==> src/rtl/pcm_stream_pkg.sv <==
package pcm_stream_pkg;

    localparam int ADDR_W   = 15;
    localparam int BYTE_W   = 8;
    localparam int OFF_W    = 5;
    localparam int LEN_W    = 14;
    localparam int ADDR_SHL = 6;
    localparam int LEN_SHL  = 4;
    localparam int EN_BIT   = 4;

    localparam logic [OFF_W-1:0] OFF_START = 5'h12;
    localparam logic [OFF_W-1:0] OFF_COUNT = 5'h13;
    localparam logic [OFF_W-1:0] OFF_CTRL  = 5'h15;

    typedef enum logic {PLAY_OFF, PLAY_ON} play_t;

    typedef struct packed {
        logic              ld_start;
        logic              ld_count;
        logic              ld_ctrl;
        logic [BYTE_W-1:0] data;
    } cfg_wr_t;

    function automatic logic [ADDR_W-1:0] start_from_reg(input logic [BYTE_W-1:0] d);
        return ADDR_W'({d, {ADDR_SHL{1'b0}}});
    endfunction

    function automatic logic signed [LEN_W-1:0] count_from_reg(input logic [BYTE_W-1:0] d);
        return LEN_W'({d, {LEN_SHL{1'b0}}}) + LEN_W'(1);
    endfunction

    function automatic logic [BYTE_W-1:0] halve_sample(input logic [BYTE_W-1:0] d);
        return d >> 1;
    endfunction

endpackage

==> src/rtl/pcm_reg_decode.sv <==
module pcm_reg_decode
    import pcm_stream_pkg::*;
(
    input  logic              reg_wr,
    input  logic [OFF_W-1:0]  reg_off,
    input  logic [BYTE_W-1:0] reg_wdata,
    output cfg_wr_t           cfg,
    output logic              fwd_wr,
    output logic [OFF_W-1:0]  fwd_off,
    output logic [BYTE_W-1:0] fwd_wdata
);
    always_comb begin
        cfg.ld_start = reg_wr && (reg_off == OFF_START);
        cfg.ld_count = reg_wr && (reg_off == OFF_COUNT);
        cfg.ld_ctrl  = reg_wr && (reg_off == OFF_CTRL);
        cfg.data     = reg_wdata;

        fwd_wr    = reg_wr;
        fwd_off   = reg_off;
        fwd_wdata = reg_wdata;
        if (reg_off == OFF_CTRL) begin
            fwd_wdata[EN_BIT] = 1'b0;
        end
    end
endmodule

==> src/rtl/pcm_pacer.sv <==
module pcm_pacer
    import pcm_stream_pkg::*;
#(
    parameter int PERIOD = 246
) (
    input  logic    clk,
    input  logic    rst,
    input  logic    tick,
    input  cfg_wr_t cfg,
    output logic    fire,
    output logic    done_flag
);
    localparam int CNT_W = $clog2(PERIOD + 1) + 1;
    localparam logic signed [CNT_W-1:0] PERIOD_C = CNT_W'(PERIOD);
    localparam logic signed [CNT_W-1:0] ONE_C    = CNT_W'(1);
    localparam logic signed [LEN_W-1:0] ONE_L    = LEN_W'(1);

    play_t                   state;
    logic signed [CNT_W-1:0] cnt;
    logic signed [CNT_W-1:0] cnt_dec;
    logic signed [LEN_W-1:0] remain;
    logic signed [LEN_W-1:0] remain_dec;
    logic                    expire;
    logic                    finish;

    always_comb begin
        cnt_dec    = cnt - ONE_C;
        remain_dec = remain - ONE_L;
        expire     = (state == PLAY_ON) && tick && !cfg.ld_ctrl &&
                     (cnt_dec[CNT_W-1] || (cnt_dec == '0));
        finish     = expire && remain_dec[LEN_W-1];
        fire       = expire && !remain_dec[LEN_W-1];
    end

    always_ff @(posedge clk) begin
        if (rst) begin
            state     <= PLAY_OFF;
            cnt       <= '0;
            remain    <= '0;
            done_flag <= 1'b0;
        end else begin
            if (cfg.ld_count) begin
                remain <= count_from_reg(cfg.data);
            end else if (expire) begin
                remain <= remain_dec;
            end

            if (cfg.ld_ctrl) begin
                done_flag <= 1'b0;
                if (cfg.data[EN_BIT]) begin
                    state <= PLAY_ON;
                    cnt   <= PERIOD_C;
                end else begin
                    state <= PLAY_OFF;
                end
            end else if ((state == PLAY_ON) && tick) begin
                if (expire) begin
                    cnt <= cnt_dec + PERIOD_C;
                end else begin
                    cnt <= cnt_dec;
                end
                if (finish) begin
                    done_flag <= 1'b1;
                    state     <= PLAY_OFF;
                end
            end
        end
    end


    cnt_range_chk: assert property (@(posedge clk) disable iff (rst)
        (state == PLAY_ON) |-> ((cnt > '0) && (cnt <= PERIOD_C)));


    stop_on_done_chk: assert property (@(posedge clk) disable iff (rst)
        $rose(done_flag) |-> (state == PLAY_OFF));


    ctrl_clears_chk: assert property (@(posedge clk) disable iff (rst)
        cfg.ld_ctrl |=> !done_flag);


    reset_idle_chk: assert property (@(posedge clk) disable iff (rst)
        $past(rst) |-> (!done_flag && (state == PLAY_OFF)));
endmodule

==> src/rtl/pcm_fetch.sv <==
module pcm_fetch
    import pcm_stream_pkg::*;
#(
    parameter int BACKLOG_W = 2
) (
    input  logic              clk,
    input  logic              rst,
    input  cfg_wr_t           cfg,
    input  logic              fire,
    input  logic              mem_ack,
    input  logic [BYTE_W-1:0] mem_rdata,
    output logic              mem_req,
    output logic [ADDR_W-1:0] mem_addr,
    output logic              dac_wr,
    output logic [BYTE_W-1:0] dac_wdata
);
    localparam logic [BACKLOG_W-1:0] BL_MAX = '1;
    localparam logic [BACKLOG_W-1:0] BL_ONE = BACKLOG_W'(1);

    logic [BACKLOG_W-1:0] backlog;
    logic                 take;

    always_comb begin
        mem_req   = (backlog != '0);
        take      = mem_req && mem_ack;
        dac_wr    = take;
        dac_wdata = halve_sample(mem_rdata);
    end

    always_ff @(posedge clk) begin
        if (rst) begin
            backlog  <= '0;
            mem_addr <= '0;
        end else begin
            unique case ({fire, take})
                2'b10:   if (backlog != BL_MAX) backlog <= backlog + BL_ONE;
                2'b01:   backlog <= backlog - BL_ONE;
                default: backlog <= backlog;
            endcase

            if (cfg.ld_start) begin
                mem_addr <= start_from_reg(cfg.data);
            end else if (take) begin
                mem_addr <= mem_addr + ADDR_W'(1);
            end
        end
    end


    req_hold_chk: assert property (@(posedge clk) disable iff (rst)
        (mem_req && !mem_ack) |=> mem_req);


    addr_hold_chk: assert property (@(posedge clk) disable iff (rst)
        (mem_req && !mem_ack && !cfg.ld_start) |=> $stable(mem_addr));
endmodule

==> src/rtl/pcm_streamer.sv <==
module pcm_streamer
    import pcm_stream_pkg::*;
#(
    parameter int PERIOD    = 246,
    parameter int BACKLOG_W = 2
) (
    input  logic              clk,
    input  logic              rst,
    input  logic              cpu_tick,
    input  logic              reg_wr,
    input  logic [OFF_W-1:0]  reg_off,
    input  logic [BYTE_W-1:0] reg_wdata,
    output logic              snd_wr,
    output logic [OFF_W-1:0]  snd_off,
    output logic [BYTE_W-1:0] snd_wdata,
    input  logic [6:0]        snd_status,
    output logic [BYTE_W-1:0] status_rdata,
    output logic              irq,
    output logic              mem_req,
    output logic [ADDR_W-1:0] mem_addr,
    input  logic              mem_ack,
    input  logic [BYTE_W-1:0] mem_rdata,
    output logic              dac_wr,
    output logic [BYTE_W-1:0] dac_wdata
);
    cfg_wr_t cfg;
    logic    fire;
    logic    done_flag;

    pcm_reg_decode u_decode (
        .reg_wr    (reg_wr),
        .reg_off   (reg_off),
        .reg_wdata (reg_wdata),
        .cfg       (cfg),
        .fwd_wr    (snd_wr),
        .fwd_off   (snd_off),
        .fwd_wdata (snd_wdata)
    );

    pcm_pacer #(.PERIOD(PERIOD)) u_pacer (
        .clk       (clk),
        .rst       (rst),
        .tick      (cpu_tick),
        .cfg       (cfg),
        .fire      (fire),
        .done_flag (done_flag)
    );

    pcm_fetch #(.BACKLOG_W(BACKLOG_W)) u_fetch (
        .clk       (clk),
        .rst       (rst),
        .cfg       (cfg),
        .fire      (fire),
        .mem_ack   (mem_ack),
        .mem_rdata (mem_rdata),
        .mem_req   (mem_req),
        .mem_addr  (mem_addr),
        .dac_wr    (dac_wr),
        .dac_wdata (dac_wdata)
    );

    always_comb begin
        status_rdata = {done_flag, snd_status};
        irq          = done_flag;
    end


    fwd_ctrl_chk: assert property (@(posedge clk) disable iff (rst)
        (snd_wr && (snd_off == OFF_CTRL)) |-> !snd_wdata[EN_BIT]);
endmodule

==> config.mk <==
export PLATFORM = sky130hd
export DESIGN_NAME = pcm_streamer
export DESIGN_NICKNAME = d
export VERILOG_FILES = /design/src/rtl/pcm_stream_pkg.sv /design/src/rtl/pcm_reg_decode.sv /design/src/rtl/pcm_pacer.sv /design/src/rtl/pcm_fetch.sv /design/src/rtl/pcm_streamer.sv
export SDC_FILE = /design/constraint.sdc
export NUM_CORES = 1
export LEC_CHECK = 0
export BUFFER_PORTS_ARGS = -buffer_cell sky130_fd_sc_hd__buf_2
export CORE_UTILIZATION = 28
export DETAILED_ROUTE_END_ITERATION = 10
export HOLD_SLACK_MARGIN = 0.1
export PLACE_DENSITY = 0.59
export SLEW_MARGIN = 10
export SYNTH_ARGS = -nofsm -noshare
export SYNTH_HDL_FRONTEND = slang
export SYNTH_HIERARCHICAL = 1
export SYNTH_SLANG_ARGS = --single-unit
==> constraint.sdc <==
create_clock -name clk -period 4 [get_ports clk]
set_clock_uncertainty 0.2 [all_clocks]
set_input_delay 0.8 -clock clk [delete_from_list [all_inputs] [get_ports clk]]
set_output_delay 0.8 -clock clk [all_outputs]
set_load 0.005 [all_outputs]
Yosys cells after proc, flatten, opt, wreduce, memory -nomap -nowiden

Cells that the tools add are included.

Bits in registers: 42
Input port bits: 33
Logic and storage cells: 62
Output and inout port bits: 48

Equality and inequality tests: 8
Reduce and logical (&&, ||, !) cells: 25
Add/subtract/negate cells: 7
Multiplexer cells: 15

Operators by type and width:

| operator              | number |
|---|---|
| $mux 14               | 4 |
| $mux 9                | 4 |
| $add 15x1->15 const B | 1 |
| $eq 5x5->1 const B    | 3 |
| $sub 14x2->14 const B | 1 |
| $add 12x1->13 const B | 1 |
| $reduce_bool 2->1     | 6 |
| $add 9x9->9 const B   | 1 |
| $logic_and 1x1->1     | 9 |
| $logic_not 9->1       | 1 |
| $sub 9x2->9 const B   | 1 |
| $reduce_and 2->1      | 4 |
| $mux 1                | 5 |
| $ne 2x2->1 const B    | 2 |
| $pmux 2 s2            | 1 |
| $reduce_or 2->1       | 2 |
| $add 2x1->2 const B   | 1 |
| $eq 2x1->1 const B    | 1 |
| $eq 2x2->1 const B    | 1 |
| $logic_not 1->1       | 2 |
| $mux 2                | 1 |
| $ne 2x1->1 const B    | 1 |
| $sub 2x1->2 const B   | 1 |
| $logic_or 1x1->1      | 1 |

Longest topological paths before layout

Gate-level depths: netlist (run 1).

Word-level depth: 9
Mapped depth: 14

By module

Netlist (run 1), hierarchy kept.

Modules (own cells, without submodules):

| module         | times used | cells each | area an instance (um2) | sequential area each (um2) |
|---|---|---|---|---|
| pcm_pacer      | 1          | 228        | 1818.0                 | 500.5 |
| pcm_fetch      | 1          | 118        | 972.2                  | 340.3 |
| pcm_reg_decode | 1          | 30         | 209.0                  | 0.0 |
| pcm_streamer   | 1          | 8          | 60.1                   | 0.0 |

Worst setup path after synthesis (run 1)

Ideal clock, no wire load.

Path kind: flip-flop to flip-flop
Start point: register u_pacer.cnt[0]
End point: register u_fetch.backlog[0]
Slack: 1.431 ns
Required time: 3.672 ns
Library setup time: 0.128 ns
Path buffers: 3
Data arrival time: 2.242 ns
Cell stages (with the launch flop): 15
Cells stage by stage: dfxtp_1 > buf_6 > inv_1 > ha_1 > buf_2 > nor2b_1 > a31o_2 > a22oi_4 > o21a_4 > buf_6 > nor3_2 > and2b_1 > nand2b_1 > a31oi_1 > nor2_1

Cells in the longest elaborated chain, start to end: 8

Ends and longest elaborated chain:

| what                                                                    | RTL line           | text |
|---|---|---|
| start: declaration                                                      | pcm_pacer.sv:19    | `logic signed [CNT_W-1:0] cnt;` |
| start signal: assignment                                                | pcm_pacer.sv:58    | `cnt <= cnt_dec + PERIOD_C;` |
| start signal: assignment                                                | pcm_pacer.sv:60    | `cnt <= cnt_dec;` |
| $sub 9x2->9 *                                                           | pcm_pacer.sv:27    | `cnt_dec = cnt - ONE_C;` |
| $logic_not 9->1                                                         | pcm_pacer.sv:30    | `(cnt_dec[CNT_W-1] \|\| (cnt_dec == '0));` |
| $logic_or 1x1->1 *                                                      | pcm_pacer.sv:30    |  |
| $logic_and 1x1->1 *                                                     | pcm_pacer.sv:29    | `expire = (state == PLAY_ON) && tick && !cfg.ld_ctrl &&` |
| $logic_and 1x1->1 *                                                     | pcm_pacer.sv:32    | `fire = expire && !remain_dec[LEN_W-1];` |
| named net fire                                                          | pcm_streamer.sv:27 | `logic fire;` |
| $eq 2x2->1 / $eq 2x1->1 (equally long branches)                         | pcm_fetch.sv:35    | `unique case ({fire, take})` |
| $ne 2x1->1 (no source line) / $reduce_bool 2->1 (equally long branches) | -                  |  |
| $reduce_and 2->1 (no source line)                                       | -                  |  |
| end signal: assignment                                                  | pcm_fetch.sv:36    | `2'b10: if (backlog != BL_MAX) backlog <= backlog + BL_ONE;` |
| end signal: assignment                                                  | pcm_fetch.sv:37    | `2'b01: backlog <= backlog - BL_ONE;` |
| end signal: assignment                                                  | pcm_fetch.sv:38    | `default: backlog <= backlog;` |
| end: declaration                                                        | pcm_fetch.sv:20    | `logic [BACKLOG_W-1:0] backlog;` |

The timed path passes the listed nets; every way through them passes the cells marked *.
A chain may end at the register's enable or synchronous reset.

Worst setup path after layout (run 1)

Start point: register u_pacer.cnt[0]
End point: register u_pacer.cnt[7]

Cells in the longest elaborated chain, start to end: 7

Ends and longest elaborated chain:

| what                                                | RTL line        | text |
|---|---|---|
| $sub 9x2->9 *                                       | pcm_pacer.sv:27 |  |
| branches (longest 3 deep; another with $add 9x9->9) | -               |  |
| $mux 9 *                                            | pcm_pacer.sv:57 | `if (expire) begin` |
| $mux 9 *                                            | pcm_pacer.sv:56 | `end else if ((state == PLAY_ON) && tick) begin` |
| $mux 9 *                                            | pcm_pacer.sv:48 | `if (cfg.ld_ctrl) begin` |

Mark *: on every way between the ends. The select of a mux whose other input is x is not followed.

==> results.json, run 1 <==
{
  "outcome": "finished clean",
  "gp_congestion": 0.829,
  "dr_wl_met3_um": 379,
  "nFillCells": 1135,
  "yosysWarnings": 6,
  "hold_viol": 0,
  "synth_edf_count": 0,
  "worstHoldPathCells": 2,
  "dr.pass1.iters": 4,
  "route.detailed.drc": 0,
  "p_clk_share_pct": 44.6,
  "drtIter0Drc": 135,
  "power.switching_w": 0.000213,
  "ant_nets": 0,
  "postCtsSetupRepairBufs": 0,
  "avgSynthCellArea_um2": 7.97,
  "diodes": 0,
  "globalRouteOverflowTotal": 0,
  "grt.total_usage_pct": 11.8,
  "die_x_um": 107,
  "internal-power_w": 0.000725,
  "setup_tns_ps": 0,
  "synth_common_cells": "dfxtp_1 (42), buf_4 (38), nor2_1 (34), inv_1 (27), a21oi_1 (26)",
  "finalSetupViolCount": 0,
  "setup_ws_ps": 1030,
  "path_max_fanout": 10,
  "synth.most_common_cell": "dfxtp_1",
  "cts_hold_buf": 0,
  "synth.ff_latch_count": 42,
  "synth_cells": 384,
  "power_leakage_nw": 1.36,
  "synth.area.top_cells": "dfxtp_1 (27%), buf_4 (9.3%), a21oi_1 (4.3%)",
  "grt_pass1_wl_um": 11100,
  "final.min_clock_period_ps": 2970,
  "tightest_slew_ps": 806,
  "crit_path_start_kind": "flop",
  "pwr-share-seq_pct": 45.5,
  "insertion_delay_ps": 290,
  "vias_per_cell": 5.15,
  "crit_type": "flop to flop",
  "swShare_pct": 22.7,
  "synth_top_area_share_pct": 27.5,
  "cp.arrival_ps": 2970,
  "powerDensity_mw_per_mm2": 289,
  "io_buffers": 50,
  "antenna_found_initial": 0,
  "cts_sinks": 42,
  "final-max-slew-violation-count": 0,
  "nets": 422,
  "path_clk_slew_ps": 80,
  "crit_required_ps": 3990,
  "vias": 2682,
  "htreeDepth": 2,
  "area_growth_pct": 6.13,
  "yosysSeqAreaShare_pct": 27.5,
  "wl_per_cell_um": 13.1,
  "ir_drop_mv": 0.141,
  "clockRootBuffer": "clkbuf_8",
  "layout-drive-gt1-share_pct": 22.1,
  "placed_cells": 513,
  "mappedNetlistArea_mm2": 0.00306,
  "endpoint_kind": "flop",
  "grt_max_degree": 36,
  "cts_tree": "done",
  "final_area_mm2": 0.00325,
  "met1_length_um": 3210,
  "chipHeight_um": 107,
  "place_area_mm2": 0.00310,
  "dp_slack_ps": 844,
  "syn_nets": 422,
  "highest_layer": "met4",
  "placementRows": 37,
  "slew_headroom_pct": 46.3,
  "fp.coreArea_mm2": 0.0105,
  "stdcell_count": 521,
  "grt_pass1_vias": 2377,
  "start_util_pct": 29.2,
  "wl_met2_um": 3150,
  "pwr-share-comb_pct": 10.0,
  "cts_made_buffers": 5,
  "cap_violations": 0,
  "synth-async-reset-ratio_pct": 0,
  "synth_top_cell_by_area": "dfxtp_1",
  "clock_path_buffers": 2,
  "hp-class": "flop to flop",
  "synth_flop_cell": "dfxtp_1",
  "dieArea_mm2": 0.0113,
  "layout_worst_path_cycle_share_pct": 74.4,
  "cts_resized": 0,
  "io_pins": 81,
  "rsz0062_at_grt": "no",
  "drt_wl_total_um": 6820,
  "synth_cell_types": 68,
  "fmaxAchievable_ghz": 0.336,
  "reg2reg_depth": 10,
  "post-dp-hpwl_um": 4910
}
stage by stage:
step / power, W / hold WS, ps / util (%)
2_1_floorplan: 0.000524 / 259 / -
3_3_place_gp: 0.000528 / 278 / 29.7
3_5_place_dp: 0.000530 / 289 / 29.7
4_1_cts: 0.000953 / 305 / 31.0
5_1_grt: 0.000977 / 354 / 31.0
6_report: 0.000938 / 303 / 31.0
critical path, stage by stage, from the launching register on:
cell and delay [ps]:
dfxtp_1 520, inv_1 80, ha_1 330, xnor2_1 210, ha_1 290, inv_1 70
a21oi_1 60, o31ai_1 490, a211oi_1 130, o211a_1 260, a211oi_1 240
final cells by class:
type | count | area, um^2 | area share, %
Clock buffer | 6 | 82.6 | 2.54
Clock inverter | 2 | 60.1 | 1.85
Inverter | 27 | 101 | 3.12
Multi-Input combinational cell | 255 | 1720 | 52.9
Sequential cell | 42 | 841 | 25.9
Tap cell | 136 | 170 | 5.24
Timing Repair Buffer | 53 | 273 | 8.40
cell families (layout without fill, tap and decap cells):
family | after synthesis | in the layout | synth area share, %
DFF | 42 | 42 | 27.5
muxes | 2 | 2 | 0.695
adders and majority gates | 5 | 5 | 2.04
other | 1 | 1 | 0.123
xor gates and xnor gates | 19 | 19 | 5.69
buffers and inverters | 87 | 88 | 16.7
and+or+nand+nor | 135 | 135 | 25.2
AOI/OAI and AO/OA | 93 | 93 | 22.0
final timing paths:
path                                                      from                             end  slack (ps)
worst max-delay path               u_pacer/cnt[0]$_SDFFE_PP0P_     u_pacer/cnt[7]$_SDFFE_PP0P_        1030
worst min-delay path            u_pacer/remain[3]$_SDFFE_PP0P_  u_pacer/remain[3]$_SDFFE_PP0P_         300
worst max register to register     u_pacer/cnt[0]$_SDFFE_PP0P_     u_pacer/cnt[7]$_SDFFE_PP0P_        1030
worst min register to register  u_pacer/remain[3]$_SDFFE_PP0P_  u_pacer/remain[3]$_SDFFE_PP0P_         300
cell usage in the layout (no fill, tap or decap), types with 10 or more instances in the layout:
cell / n
a21oi_1: 26
inv_1: 27
nor3_1: 12
o21a_1: 10
buf_2: 50
nand2_1: 23
dfxtp_1: 42
nor4_1: 10
xor2_1: 13
nor2_1: 34
power by group through the flow:
stage	clock network [W]	registers (W)	logic [W]
3_5_place_dp	0	0.000436	0.0000935
5_1_grt	0.000445	0.000427	0.000104
6_report	0.000418	0.000426	0.0000936
2_1_floorplan	0	0.000434	0.0000900
4_1_cts	0.000433	0.000426	0.0000939
3_3_place_gp	0	0.000436	0.0000920
sequential cells by signal, summed over array words and instances (netlist names):
name	flops
u_fetch/backlog	2
u_pacer/done_flag	1
u_pacer/cnt	9
u_fetch/mem_addr	15
u_pacer/remain	14
u_pacer/state	1
per-layer routing:
| metal | vias up | global-route usage, % |
|---|---|---|
| li1 | 1327 | - |
| met1 | 1267 | 16.0 |
| met2 | 73 | 19.5 |
| met3 | 15 | 1.41 |
| met4 | 0 | 3.72 |
| met5 | - | 0 |
(Power assumes the default switching activity.)
==> inputs of run 2 (changes only) <==
--- a/config.mk
+++ b/config.mk
@@ -5,6 +5,7 @@
 export SDC_FILE = /design/constraint.sdc
 export NUM_CORES = 1
 export LEC_CHECK = 0
+export ABC_AREA = 1
 export BUFFER_PORTS_ARGS = -buffer_cell sky130_fd_sc_hd__buf_2
 export CORE_UTILIZATION = 28
 export DETAILED_ROUTE_END_ITERATION = 10
==> constraint.sdc (replaced) <==
create_clock -name clk -period 2.85 [get_ports clk]
set_clock_uncertainty 0.2 [all_clocks]
set_input_delay 0.57 -clock clk [delete_from_list [all_inputs] [get_ports clk]]
set_output_delay 0.57 -clock clk [all_outputs]
set_load 0.005 [all_outputs]
==> results.json, run 2 <==
{
  "drtIter0Drc": 84,
  "cts_hold_buf": 0,
  "regMostFlops": "u_fetch/mem_addr",
  "final-max-slew-violation-count": 0,
  "io_buffers": 50,
  "dieArea_mm2": 0.0112,
  "htreeDepth": 2,
  "clockRootBuffer": "clkbuf_8",
  "grt_pass1_vias": 2524,
  "synth_cell_types": 34,
  "cts_made_buffers": 5,
  "vias_per_cell": 4.58,
  "synth.ff_latch_count": 42,
  "mappedNetlistArea_mm2": 0.00302,
  "crit_path_start_kind": "flop",
  "start_util_pct": 29.1,
  "synth.area.top_cells": "dfxtp_1 (28%), nand2_1 (14%), buf_4 (9.2%)",
  "synth_common_cells": "nand2_1 (113), inv_1 (58), dfxtp_1 (42), nand3_1 (41), nor2_1 (41)",
  "cp.arrival_ps": 2540,
  "powerDensity_mw_per_mm2": 351,
  "layout-drive-gt1-share_pct": 20.0,
  "dr_wl_met3_um": 250,
  "layout_worst_path_cycle_share_pct": 88.6,
  "gp_congestion": 0.779,
  "grt.total_usage_pct": 12.8,
  "antenna_found_initial": 0,
  "clock_path_buffers": 2,
  "yosysSeqAreaShare_pct": 27.8,
  "ant_nets": 0,
  "hold_ws_ps": 267,
  "cts_tree": "done",
  "drt_wl_total_um": 6910,
  "highest_layer": "met4",
  "avgSynthCellArea_um2": 6.38,
  "largest_registers": "u_fetch/mem_addr (15), u_pacer/remain (14), u_pacer/cnt (9)",
  "route.detailed.drc": 0,
  "placementRows": 37,
  "vias": 2865,
  "setup_ws_ps": 324,
  "synth_flop_cell": "dfxtp_1",
  "final_common_cell": "nand2_1",
  "cts_sinks": 42,
  "utilization_pct": 31.3,
  "crit_required_ps": 2860,
  "dp_slack_ps": 304,
  "insertion_delay_ps": 300,
  "ir_drop_mv": 0.223,
  "grt_pass1_wl_um": 11800,
  "syn_nets": 511,
  "setup_tns_ps": 0,
  "place_area_mm2": 0.00314,
  "chipHeight_um": 106,
  "finalSetupViolCount": 0,
  "synth_top_cell_by_area": "dfxtp_1",
  "synth_top_area_share_pct": 27.8,
  "nFillCells": 1165,
  "wl_per_cell_um": 11.0,
  "met1_length_um": 3210,
  "hold_viol": 0,
  "grt_max_degree": 24,
  "wl_met2_um": 3390,
  "path_clk_slew_ps": 90,
  "final_area_mm2": 0.00324,
  "final.min_clock_period_ps": 2530,
  "postCtsSetupRepairBufs": 0,
  "synth.most_common_cell": "nand2_1",
  "largest_reg_flops": 15,
  "post-dp-hpwl_um": 5340,
  "synth-async-reset-ratio_pct": 0,
  "yosysWarnings": 6,
  "crit_type": "flop to flop",
  "layout_common_cells": "nand2_1 (113), inv_1 (58), buf_2 (50)",
  "synth_edf_count": 0,
  "hp-class": "flop to flop",
  "io_pins": 81,
  "rsz0062_at_grt": "no",
  "cap_violations": 0,
  "endpoint_kind": "flop",
  "power_leakage_nw": 1.51,
  "synth_cells": 473,
  "path_max_fanout": 14,
  "globalRouteOverflowTotal": 0,
  "fp.coreArea_mm2": 0.0104,
  "die_x_um": 106,
  "fmaxAchievable_ghz": 0.396,
  "diodes": 0,
  "dr.pass1.iters": 4,
  "nets": 527,
  "outcome": "finished clean",
  "area_growth_pct": 7.46
}
[run 2: kinds of logic after synthesis]
family / Yosys count / synth area share, %
and+or+nand+nor: 238 / 35.7
buffers and inverters: 108 / 18.6
DFF: 42 / 27.8
other: 1 / 0.124
xor gates and xnor gates: 12 / 3.98
adders and majority gates: 5 / 2.07
AOI/OAI and AO/OA: 67 / 11.7
[run 2: what timing repair did]
item	CTS	global route
endpoints found under the hold margin	0	0
gates resized for setup	0	1
setup endpoints to repair	0	1
[run 2: layout make-up]
type | instances | area [um^2] | area share, %
multi-input cells | 323 | 1630 | 50.1
well taps | 136 | 170 | 5.24
flip-flops and latches | 42 | 841 | 25.9
repair buffers | 53 | 273 | 8.41
clock buffers | 6 | 82.6 | 2.55
clock inverters | 2 | 12.5 | 0.386
inverters | 64 | 240 | 7.40
[run 2: metrics by stage]
stage	power (W)	cells
global placement	0.000736	618
finish	0.00114	626
global route	0.00120	626
detailed placement	0.000738	618
floorplan	0.000729	473
CTS	0.00116	626
[run 2: critical path: stages (launching register included)]
cell and delay, ps:
dfxtp_1 390, inv_1 110, ha_1 290, nand4_1 140
nand2_1 130, nor2_2 190, nand3_2 120, nand2_4 140
nand2_4 140, nor2_1 170, nor2_1 80, nor2_1 140
nor2_1 60, a211oi_1 150
[run 2: final timing paths]
path / start / end / slack (ps) / depth (start not counted)
max: u_pacer/cnt[0]$_SDFFE_PP0P_ / u_fetch/backlog[0]$_SDFFE_PP0P_ / 320 / 13
min reg2reg: u_pacer/done_flag$_SDFFE_PP0P_ / u_pacer/done_flag$_SDFFE_PP0P_ / 270 / 2
max reg2reg: u_pacer/cnt[0]$_SDFFE_PP0P_ / u_fetch/backlog[0]$_SDFFE_PP0P_ / 320 / 13
min: u_pacer/done_flag$_SDFFE_PP0P_ / u_pacer/done_flag$_SDFFE_PP0P_ / 270 / 2
[run 2: routing by layer]
layer,vias up,track usage (%)
li1,1500,-
met1,1303,16.0
met2,57,22.7
met3,5,2.10
met4,0,3.17
met5,-,0
[run 2: power breakdown]
part | internal (W) | switching (W) | total [W]
registers | 0.000591 | 0.00000497 | 0.000596
logic | 0.0000487 | 0.0000788 | 0.000127
clock network | 0.000195 | 0.000219 | 0.000414
==> inputs of run 3 (changes only) <==
--- a/config.mk
+++ b/config.mk
@@ -7,6 +7,7 @@
 export LEC_CHECK = 0
 export ABC_AREA = 1
 export BUFFER_PORTS_ARGS = -buffer_cell sky130_fd_sc_hd__buf_2
+export CORE_ASPECT_RATIO = 1.5
 export CORE_UTILIZATION = 28
 export DETAILED_ROUTE_END_ITERATION = 10
 export HOLD_SLACK_MARGIN = 0.1
==> results.json, run 3 (synthesis results as in run 2) <==
{
  "start_util_pct": 28.7,
  "swShare_pct": 24.7,
  "pwr-share-seq_pct": 45.5,
  "antenna_found_initial": 0,
  "nFillCells": 1171,
  "ir_drop_mv": 0.249,
  "wl_per_cell_um": 11.5,
  "drtIter0Drc": 167,
  "grt.total_usage_pct": 13.6,
  "power.switching_w": 0.000324,
  "cts_sinks": 42,
  "final-max-slew-violation-count": 0,
  "use_met1_pct": 14.1,
  "r2r-start": "u_pacer/cnt[0]$_SDFFE_PP0P_",
  "cap_violations": 0,
  "post-dp-hpwl_um": 5680,
  "route.detailed.drc": 0,
  "hold_start": "u_pacer/done_flag$_SDFFE_PP0P_",
  "grt_pass1_vias": 2628,
  "vias_per_cell": 4.51,
  "path_max_fanout": 14,
  "finalSetupViolCount": 0,
  "stdcell_count": 634,
  "path_clk_slew_ps": 60,
  "cts_made_buffers": 5,
  "ant_nets": 0,
  "htreeDepth": 2,
  "layout_worst_path_cycle_share_pct": 88.8,
  "dieArea_mm2": 0.0112,
  "nets": 527,
  "io_buffers": 50,
  "clockRootBuffer": "clkbuf_16",
  "insertion_delay_ps": 290,
  "io_pins": 81,
  "power_leakage_nw": 1.54,
  "layout-drive-gt1-share_pct": 20.0,
  "dr.pass1.iters": 4,
  "die_x_um": 86.8,
  "startpoint": "u_pacer/cnt[0]$_SDFFE_PP0P_",
  "regMostFlops": "u_fetch/mem_addr",
  "drt_wl_total_um": 7310,
  "crit_type": "flop to flop",
  "utilization_pct": 31.5,
  "hp-class": "flop to flop",
  "outcome": "finished clean",
  "cp.arrival_ps": 2530,
  "placementRows": 46,
  "placed_cells": 626,
  "area_growth_pct": 9.78,
  "diodes": 0,
  "grt_max_degree": 24,
  "fmaxAchievable_ghz": 0.395,
  "final.min_clock_period_ps": 2530,
  "gp_congestion": 0.818,
  "rsz0062_at_grt": "no",
  "largest_reg_flops": 15,
  "clock_path_buffers": 2,
  "chipHeight_um": 129,
  "use_met3_pct": 1.97,
  "endpoint_kind": "flop",
  "grt_pass1_wl_um": 12100,
  "layout_common_cells": "nand2_1 (113), inv_1 (58), buf_2 (50)",
  "globalRouteOverflowTotal": 0,
  "crit_required_ps": 2850,
  "hold_ws_ps": 251,
  "final_common_cell": "nand2_1",
  "grt.busiest_layer": "met2",
  "vias": 2859,
  "pwr-share-comb_pct": 9.9,
  "internal-power_w": 0.000988,
  "largest_registers": "u_fetch/mem_addr (15), u_pacer/remain (14), u_pacer/cnt (9)",
  "hold_viol": 0,
  "cts_tree": "done",
  "setup_tns_ps": 0,
  "p_clk_share_pct": 44.6,
  "crit_path_start_kind": "flop",
  "use_met2_pct": 26.6,
  "powerDensity_mw_per_mm2": 396,
  "cts_hold_buf": 0,
  "fp.coreArea_mm2": 0.0105
}
## run 3: changes by cell type in the layout (fill, tap and decap cells not counted)
cell        delta
clkbuf_1       +1
ha_1           -1
ha_2           +1
clkbuf_16      +5
nor2_4         +1
clkinvlp_4     -1
nor2_2         -1
clkbuf_8       -5
## run 3: routing by layer
layer	vias to the layer above	share of wire, %
li1	1504	-
met1	1290	40
met2	53	55
met3	12	2.9
met4	0	2.1
met5	-	0
## run 3: power by group through the flow
stage               combinational [W]  sequential, W  clock [W]
finish                       0.000130       0.000597   0.000586
global route                 0.000148       0.000597   0.000625
CTS                          0.000131       0.000596   0.000605
detailed placement           0.000130       0.000610          0
global placement             0.000128       0.000610          0
floorplan                    0.000120       0.000609          0
## run 3: final timing paths
kind	to	slack, ps	depth (start not counted)
worst max-delay path	u_fetch/backlog[0]$_SDFFE_PP0P_	320	14
worst min-delay path	u_pacer/done_flag$_SDFFE_PP0P_	250	2
worst max register to register	u_fetch/backlog[0]$_SDFFE_PP0P_	320	14
worst min register to register	u_pacer/done_flag$_SDFFE_PP0P_	250	2
## run 3: timing repair
item	4_1_cts	5_1_grt
buffers inserted	0	0
gates resized for setup	0	3
setup endpoints to repair	0	2
## run 3: worst max-delay path, stage by stage, from the launching register on
cell	delay (ps)
dfxtp_1	340
inv_1	130
ha_2	260
nand4_1	110
nand2_1	70
nand2_1	130
nor2_4	170
nand3_2	110
nand2_4	150
nand2_4	140
nor2_1	190
nor2_1	80
nor2_1	140
nor2_1	60
a211oi_1	160
## run 3: layout make-up
class,count,area [um^2],area share [%]
clock buffer,7,143,4.30
clock inverter,1,5.00,0.151
inverter,64,240,7.25
multi-input combinational,323,1630,49.3
sequential,42,841,25.4
tap,144,180,5.44
timing repair buffer,53,273,8.23
## run 3: metrics by stage
| step | setup WS (ps) | instance area, um^2 | total power [W] |
|---|---|---|---|
| floorplan | 514 | 3020 | 0.000729 |
| global placement | 341 | 3150 | 0.000737 |
| detailed placement | 221 | 3150 | 0.000740 |
| CTS | 189 | 3300 | 0.00133 |
| global route | 21.7 | 3310 | 0.00137 |
| finish | 320 | 3310 | 0.00131 |
